`src/rtl/rvdiv_pkg.sv`:
```
// Shared types for the divide unit.
// Assumes: operation code bit 0 selects unsigned, bit 1 selects remainder.
package rvdiv_pkg;

    typedef enum logic [1:0] {
        OP_DIV  = 2'b00,
        OP_DIVU = 2'b01,
        OP_REM  = 2'b10,
        OP_REMU = 2'b11
    } div_op_e;

    typedef enum logic [1:0] {
        ST_IDLE = 2'b00,
        ST_RUN  = 2'b01,
        ST_FIX  = 2'b10
    } div_state_e;

    // Per-operation flags captured when an operation is accepted
    typedef struct packed {
        logic neg_quo;   // quotient magnitude must be negated
        logic neg_rem;   // remainder magnitude must be negated
        logic div_zero;  // divisor was zero
        logic want_rem;  // caller asked for the remainder
    } div_flags_t;

endpackage

```
`src/rtl/rvdiv_operand_prep.sv`:
```
// Operand preparation: turns raw operands into magnitudes and sign flags.
// Assumes: purely combinational; inputs are the values present when the
// operation is accepted. The most negative value maps to itself as an unsigned
// magnitude, which the datapath handles correctly.
module rvdiv_operand_prep
    import rvdiv_pkg::*;
#(
    parameter int W = 32
) (
    input  logic [1:0]   op,
    input  logic [W-1:0] a,
    input  logic [W-1:0] b,
    output logic [W-1:0] mag_a,
    output logic [W-1:0] mag_b,
    output div_flags_t   flags
);

    logic is_signed;
    logic a_neg;
    logic b_neg;

    // Derive signs and magnitudes from the operation code
    always_comb begin
        is_signed      = ~op[0];
        a_neg          = is_signed & a[W-1];
        b_neg          = is_signed & b[W-1];
        mag_a          = a_neg ? (~a + 1'b1) : a;
        mag_b          = b_neg ? (~b + 1'b1) : b;
        flags.neg_quo  = a_neg ^ b_neg;
        flags.neg_rem  = a_neg;
        flags.div_zero = (b == '0);
        flags.want_rem = op[1];
    end

endmodule

```
`src/rtl/rvdiv_iter_core.sv`:
```
// Restoring division datapath: one quotient bit per enabled cycle.
// Assumes: load and step are never high together; after W steps following a
// load, quo holds floor(a/b) and rem holds a mod b for unsigned magnitudes.
module rvdiv_iter_core #(
    parameter int W = 32
) (
    input  logic         clk,
    input  logic         rst_n,
    input  logic         load,
    input  logic         step,
    input  logic [W-1:0] mag_a,
    input  logic [W-1:0] mag_b,
    output logic [W-1:0] quo,
    output logic [W-1:0] rem
);

    logic [W-1:0] quo_r;
    logic [W-1:0] rem_r;
    logic [W-1:0] den_r;
    logic [W:0]   shifted;
    logic [W:0]   trial;
    logic         fits;

    // Trial subtraction of the divisor from the shifted partial remainder
    always_comb begin
        shifted = {rem_r, quo_r[W-1]};
        trial   = shifted - {1'b0, den_r};
        fits    = ~trial[W];
    end

    // Load operands or perform one shift-subtract-restore step
    always_ff @(posedge clk) begin
        if (!rst_n) begin
            quo_r <= '0;
            rem_r <= '0;
            den_r <= '0;
        end else if (load) begin
            quo_r <= mag_a;
            rem_r <= '0;
            den_r <= mag_b;
        end else if (step) begin
            quo_r <= {quo_r[W-2:0], fits};
            rem_r <= fits ? trial[W-1:0] : shifted[W-1:0];
        end
    end

    assign quo = quo_r;
    assign rem = rem_r;

endmodule

```
`src/rtl/rvdiv_result_fix.sv`:
```
// Result correction: applies sign rules and the zero-divisor substitutions.
// Assumes: combinational; quo/rem are final unsigned magnitudes; raw_a is the
// dividend as originally presented.
module rvdiv_result_fix
    import rvdiv_pkg::*;
#(
    parameter int W = 32
) (
    input  logic [W-1:0] quo,
    input  logic [W-1:0] rem,
    input  logic [W-1:0] raw_a,
    input  div_flags_t   flags,
    output logic [W-1:0] res
);

    logic [W-1:0] quo_s;
    logic [W-1:0] rem_s;

    // Choose the signed-corrected value or the zero-divisor answer
    always_comb begin
        quo_s = flags.neg_quo ? (~quo + 1'b1) : quo;
        rem_s = flags.neg_rem ? (~rem + 1'b1) : rem;
        if (flags.div_zero)
            res = flags.want_rem ? raw_a : '1;
        else
            res = flags.want_rem ? rem_s : quo_s;
    end

endmodule

```
`src/rtl/rvdiv_unit.sv`:
```
// Top of the divide unit: accepts a request, sequences W datapath steps, then
// registers the corrected answer and pulses done.
// Assumes: op_sel and operands are valid in the cycle start is accepted;
// start while busy is ignored. Latency is W+1 edges from acceptance.
module rvdiv_unit
    import rvdiv_pkg::*;
#(
    parameter int W = 32
) (
    input  logic         clk,
    input  logic         rst_n,
    input  logic         start,
    input  logic [1:0]   op_sel,
    input  logic [W-1:0] dividend,
    input  logic [W-1:0] divisor,
    output logic         busy,
    output logic         done,
    output logic [W-1:0] result
);

    localparam int CNT_W = $clog2(W);

    div_state_e       state;
    logic [CNT_W-1:0] step_cnt;
    logic             accept;
    logic             step_en;
    logic [W-1:0]     mag_a;
    logic [W-1:0]     mag_b;
    div_flags_t       flags_in;
    div_flags_t       flags_q;
    logic [W-1:0]     raw_a_q;
    logic [W-1:0]     quo;
    logic [W-1:0]     rem;
    logic [W-1:0]     fixed;
    logic             done_q;
    logic [W-1:0]     result_q;

    assign accept  = start && (state == ST_IDLE);
    assign step_en = (state == ST_RUN);

    rvdiv_operand_prep #(.W(W)) u_prep (
        .op    (op_sel),
        .a     (dividend),
        .b     (divisor),
        .mag_a (mag_a),
        .mag_b (mag_b),
        .flags (flags_in)
    );

    rvdiv_iter_core #(.W(W)) u_core (
        .clk          (clk),
        .rst_n        (rst_n),
        .load         (accept),
        .step         (step_en),
        .mag_a        (mag_a),
        .mag_b        (mag_b),
        .quo          (quo),
        .rem          (rem)
    );

    rvdiv_result_fix #(.W(W)) u_fix (
        .quo   (quo),
        .rem   (rem),
        .raw_a (raw_a_q),
        .flags (flags_q),
        .res   (fixed)
    );

    // Sequence idle -> W steps -> correction cycle -> idle
    always_ff @(posedge clk) begin
        if (!rst_n) begin
            state    <= ST_IDLE;
            step_cnt <= '0;
        end else begin
            case (state)
                ST_IDLE: if (accept) begin
                    state    <= ST_RUN;
                    step_cnt <= '0;
                end
                ST_RUN: begin
                    step_cnt <= step_cnt + 1'b1;
                    if (step_cnt == CNT_W'(W - 1))
                        state <= ST_FIX;
                end
                ST_FIX:  state <= ST_IDLE;
                default: state <= ST_IDLE;
            endcase
        end
    end

    // Capture per-operation flags and the raw dividend on acceptance
    always_ff @(posedge clk) begin
        if (!rst_n) begin
            flags_q <= '0;
            raw_a_q <= '0;
        end else if (accept) begin
            flags_q <= flags_in;
            raw_a_q <= dividend;
        end
    end

    // Register the corrected answer and the completion pulse
    always_ff @(posedge clk) begin
        if (!rst_n) begin
            done_q   <= 1'b0;
            result_q <= '0;
        end else begin
            done_q <= (state == ST_FIX);
            if (state == ST_FIX)
                result_q <= fixed;
        end
    end

    assign busy   = (state != ST_IDLE);
    assign done   = done_q;
    assign result = result_q;

endmodule

```
`config.mk`:
```
export PLATFORM = sky130hd
export DESIGN_NAME = rvdiv_unit
export DESIGN_NICKNAME = d
export VERILOG_FILES = /design/src/rtl/rvdiv_pkg.sv /design/src/rtl/rvdiv_operand_prep.sv /design/src/rtl/rvdiv_iter_core.sv /design/src/rtl/rvdiv_result_fix.sv /design/src/rtl/rvdiv_unit.sv
export SDC_FILE = /design/constraint.sdc
export NUM_CORES = 1
export LEC_CHECK = 0
export BUFFER_PORTS_ARGS = -buffer_cell sky130_fd_sc_hd__buf_4
export CAP_MARGIN = 30
export CORE_ASPECT_RATIO = 1.25
export CORE_MARGIN = 1.5
export CORE_UTILIZATION = 51
export CTS_CLUSTER_SIZE = 10
export DETAILED_ROUTE_END_ITERATION = 8
export PLACE_DENSITY = 0.67
export SLEW_MARGIN = 30
export SYNTH_ARGS = -nofsm -noshare
export SYNTH_HDL_FRONTEND = slang
export SYNTH_SLANG_ARGS = --single-unit
```
`constraint.sdc`:
```
create_clock -name clk -period 10.32 [get_ports clk]
set_input_delay 2.064 -clock clk [delete_from_list [all_inputs] [get_ports clk]]
set_output_delay 2.064 -clock clk [all_outputs]
set_load 0.005 [all_outputs]
```
==> flow_summary.ini <==
[synthesis]
synth_xor_xnor_area_share = 0.0978
synth.mux.area_fraction = 0.0326
ys_seq_elements = 172
synth_seq_area_share = 0.303
synth_cell_type_count = 61
netlist_area_mm2 = 0.0114
synth_compound_area_frac = 0.280
postSynth.asyncResetShare = 0
yosys_warnings = 0
synth_nets = 1563
synth-simple-area-share = 0.196
synth_top_family_by_area = compound AO/OA/AOI/OAI gates
synth_edf_count = 0
syn_area_per_cell_um2 = 7.82
ys.flop_type = dfxtp_1
synth_fa_ha_area_frac = 0.0436
synth_cells = 1455

[cells_and_area]
area_growth_pct = 13.4
diodes = 0
fin_area_mm2 = 0.0129
nets = 1604
drive_above_1_share = 0.117

[critical_path]
cp.arrival_ns = 5.08
critPathRequiredTime_ns = 10.60
r2r-start = u_core.quo[31]
cp_max_fo = 31
critPathCaptureType = flop
crit_start = u_core.quo[31]
critPathKind = flop to flop
cp-start-kind = flop

[timing]
min_period_ns = 4.80
worstMarginPinSlew_ns = 0.968
max_freq_mhz = 208
timing.final.crit_share = 0.465
tns_ns = 0
setup_viol = 0
finalHoldViolCount = 0
finalMaxSlewViolations = 0
relSlewSlack = 0.354
rsz0062_at_grt = false
skew_ns = 0.0156

[global_routing]
grt_max_degree = 96
grt_util_all_layers = 0.268
antenna_found_initial = 0
overflow = 0
grt_first_pass_wirelength_um = 49700
grt_pass1_vias = 9635

[die]
std_cell_rows = 60
ios = 103
dieArea_mm2 = 0.0232
die_h_um = 170
start_util = 0.524
die_w_um = 137
coreArea_mm2 = 0.0217

[power]
p_per_area_mw_per_mm2 = 165
power_uw = 2130
vdd_drop_max_mv = 0.119
p_leak_uw = 0.00540

[clocking]
clk_path_buf_depth = 2
cts_made_buffers = 17
clock_sinks = 172
cts.htree.levels = 4
clock-root-buffer = clkbuf_16
post-cts-setup-buffer-count = 0
worstSkewPairLatency_ns = 0.44
clk_pin_slew_ns = 0.08
ctsResizeCount = 0
cts_hold_buf = 0
cts_tree = done

[placed_design]
numPortBuffers = 102
postPlaceCellArea_mm2 = 0.0123
hpwl_um = 21700
gp_congestion = 0.853

[drt]
routedWlPerCell_um = 17.2
initialDrtViolationCount = 849
antenna_left = 0
dr.pass1.iters = 5
route.vias.total = 10700
vias_per_cell = 5.98
routed_wl_um = 30700
drc = 0

[run]
cap_viol_max_count = 0

[min_path]
hold_class = flop to flop
min_from = result[20]

[run_status]
outcome = complete, no violations
worst max-delay path: stages, from the launching register on:
cell and delay, ns:
dfxtp_1 0.41, inv_1 0.13, ha_1 0.24, fa_1 0.39
nand2b_1 0.18, a21oi_1 0.18, nor2_1 0.09, o31ai_1 0.47
a41oi_1 0.36, o41ai_1 0.77, a311o_1 0.48, xor2_4 0.16
buf_4 0.41, mux2i_1 0.27, a21oi_1 0.09
layout by cell type, fill, tap and decap left out, types with 8 or more instances in the layout:
| master | count |
|---|---|
| mux2i_1 | 37 |
| dfxtp_1 | 171 |
| buf_4 | 114 |
| nor4_1 | 8 |
| or4_1 | 18 |
| o211a_1 | 43 |
| nor2b_1 | 23 |
| a21o_1 | 21 |
| nor3_1 | 30 |
| clkbuf_16 | 17 |
| and2_1 | 15 |
| o41ai_1 | 15 |
| or3_1 | 16 |
| a21oi_1 | 116 |
| xnor2_1 | 82 |
| o31ai_1 | 32 |
| o211ai_1 | 11 |
| o21ai_0 | 101 |
| o221a_2 | 10 |
| xor2_1 | 44 |
| nand3_1 | 38 |
| a221oi_1 | 12 |
| ha_1 | 38 |
| nand2_1 | 197 |
| a21boi_0 | 44 |
| nor2_1 | 77 |
| o221ai_1 | 11 |
| inv_1 | 46 |
| nand2b_1 | 13 |
kinds of logic (layout without fill, tap and decap cells):
logic type | count (synthesis) | count (layout)
simple gates | 472 | 472
fa+ha+maj | 39 | 39
flops | 172 | 172
buf+inv | 139 | 193
xor+xnor | 127 | 127
mux | 37 | 37
compound gates | 469 | 469
per-stage QoR:
step / setup WS, ns / hold slack (ns) / cells / utilization
after floorplan: 6.01 / 0.415 / 1455 / -
after global placement: 5.64 / 0.430 / 1756 / 0.565
after detailed placement: 5.58 / 0.434 / 1756 / 0.565
after CTS: 5.60 / 0.446 / 1788 / 0.594
after global routing: 5.19 / 0.458 / 1788 / 0.594
final: 5.52 / 0.444 / 1788 / 0.594
sequential cells by signal, summed over array words and instances, names as in the netlist:
signal        flops
u_core.quo       32
result           32
state             2
flags_q           4
u_core.rem       32
step_cnt          5
u_core.den_r     32
raw_a_q          32
done              1
final cells by class:
| cell class | instances | area (µm²) |
|---|---|---|
| clock inverter | 14 | 183 |
| sequential | 172 | 3440 |
| tap | 279 | 349 |
| multi-input combinational | 1144 | 7440 |
| fill | 2068 | 8800 |
| clock buffer | 18 | 439 |
| inverter | 46 | 173 |
| timing repair buffer | 115 | 867 |
per-layer routing:
| layer | track usage | share of wire | vias up |
|---|---|---|---|
| li1 | - | - | 5330 |
| met1 | 0.357 | 0.46 | 5020 |
| met2 | 0.456 | 0.48 | 297 |
| met3 | 0.0259 | 0.046 | 39 |
| met4 | 0.0754 | 0.016 | 0 |
| met5 | 0 | 0 | - |
Yosys cell counts, drive strengths merged, types with 38 or more instances:
cell type	n	area, µm²
dfxtp	172	3440
xor2	45	394
o21ai	103	515
xnor2	82	718
clkbuf	83	315
nand3	38	190
nor2	78	293
ha	38	475
inv	46	173
a21oi	116	581
a21boi	44	330
o211a	43	430
nand2	198	743
path summary, 6_finish.rpt:
path / endpoint / cells after the start / slack, ns
setup / recovery: u_core.rem[21] / 14 / 5.52
hold / removal: result[20] / 2 / 0.44
setup reg to reg: u_core.rem[21] / 14 / 5.52
hold reg to reg: result[20] / 2 / 0.44
power by group:
part / switching, µW / leakage [µW] / internal (µW) / total (µW)
logic: 387 / 0.00369 / 292 / 679
clock network: 294 / 0.000300 / 393 / 688
registers: 58.2 / 0.00141 / 709 / 767
total: 740 / 0.00540 / 1390 / 2130
Power figures use the tool's default switching activity.
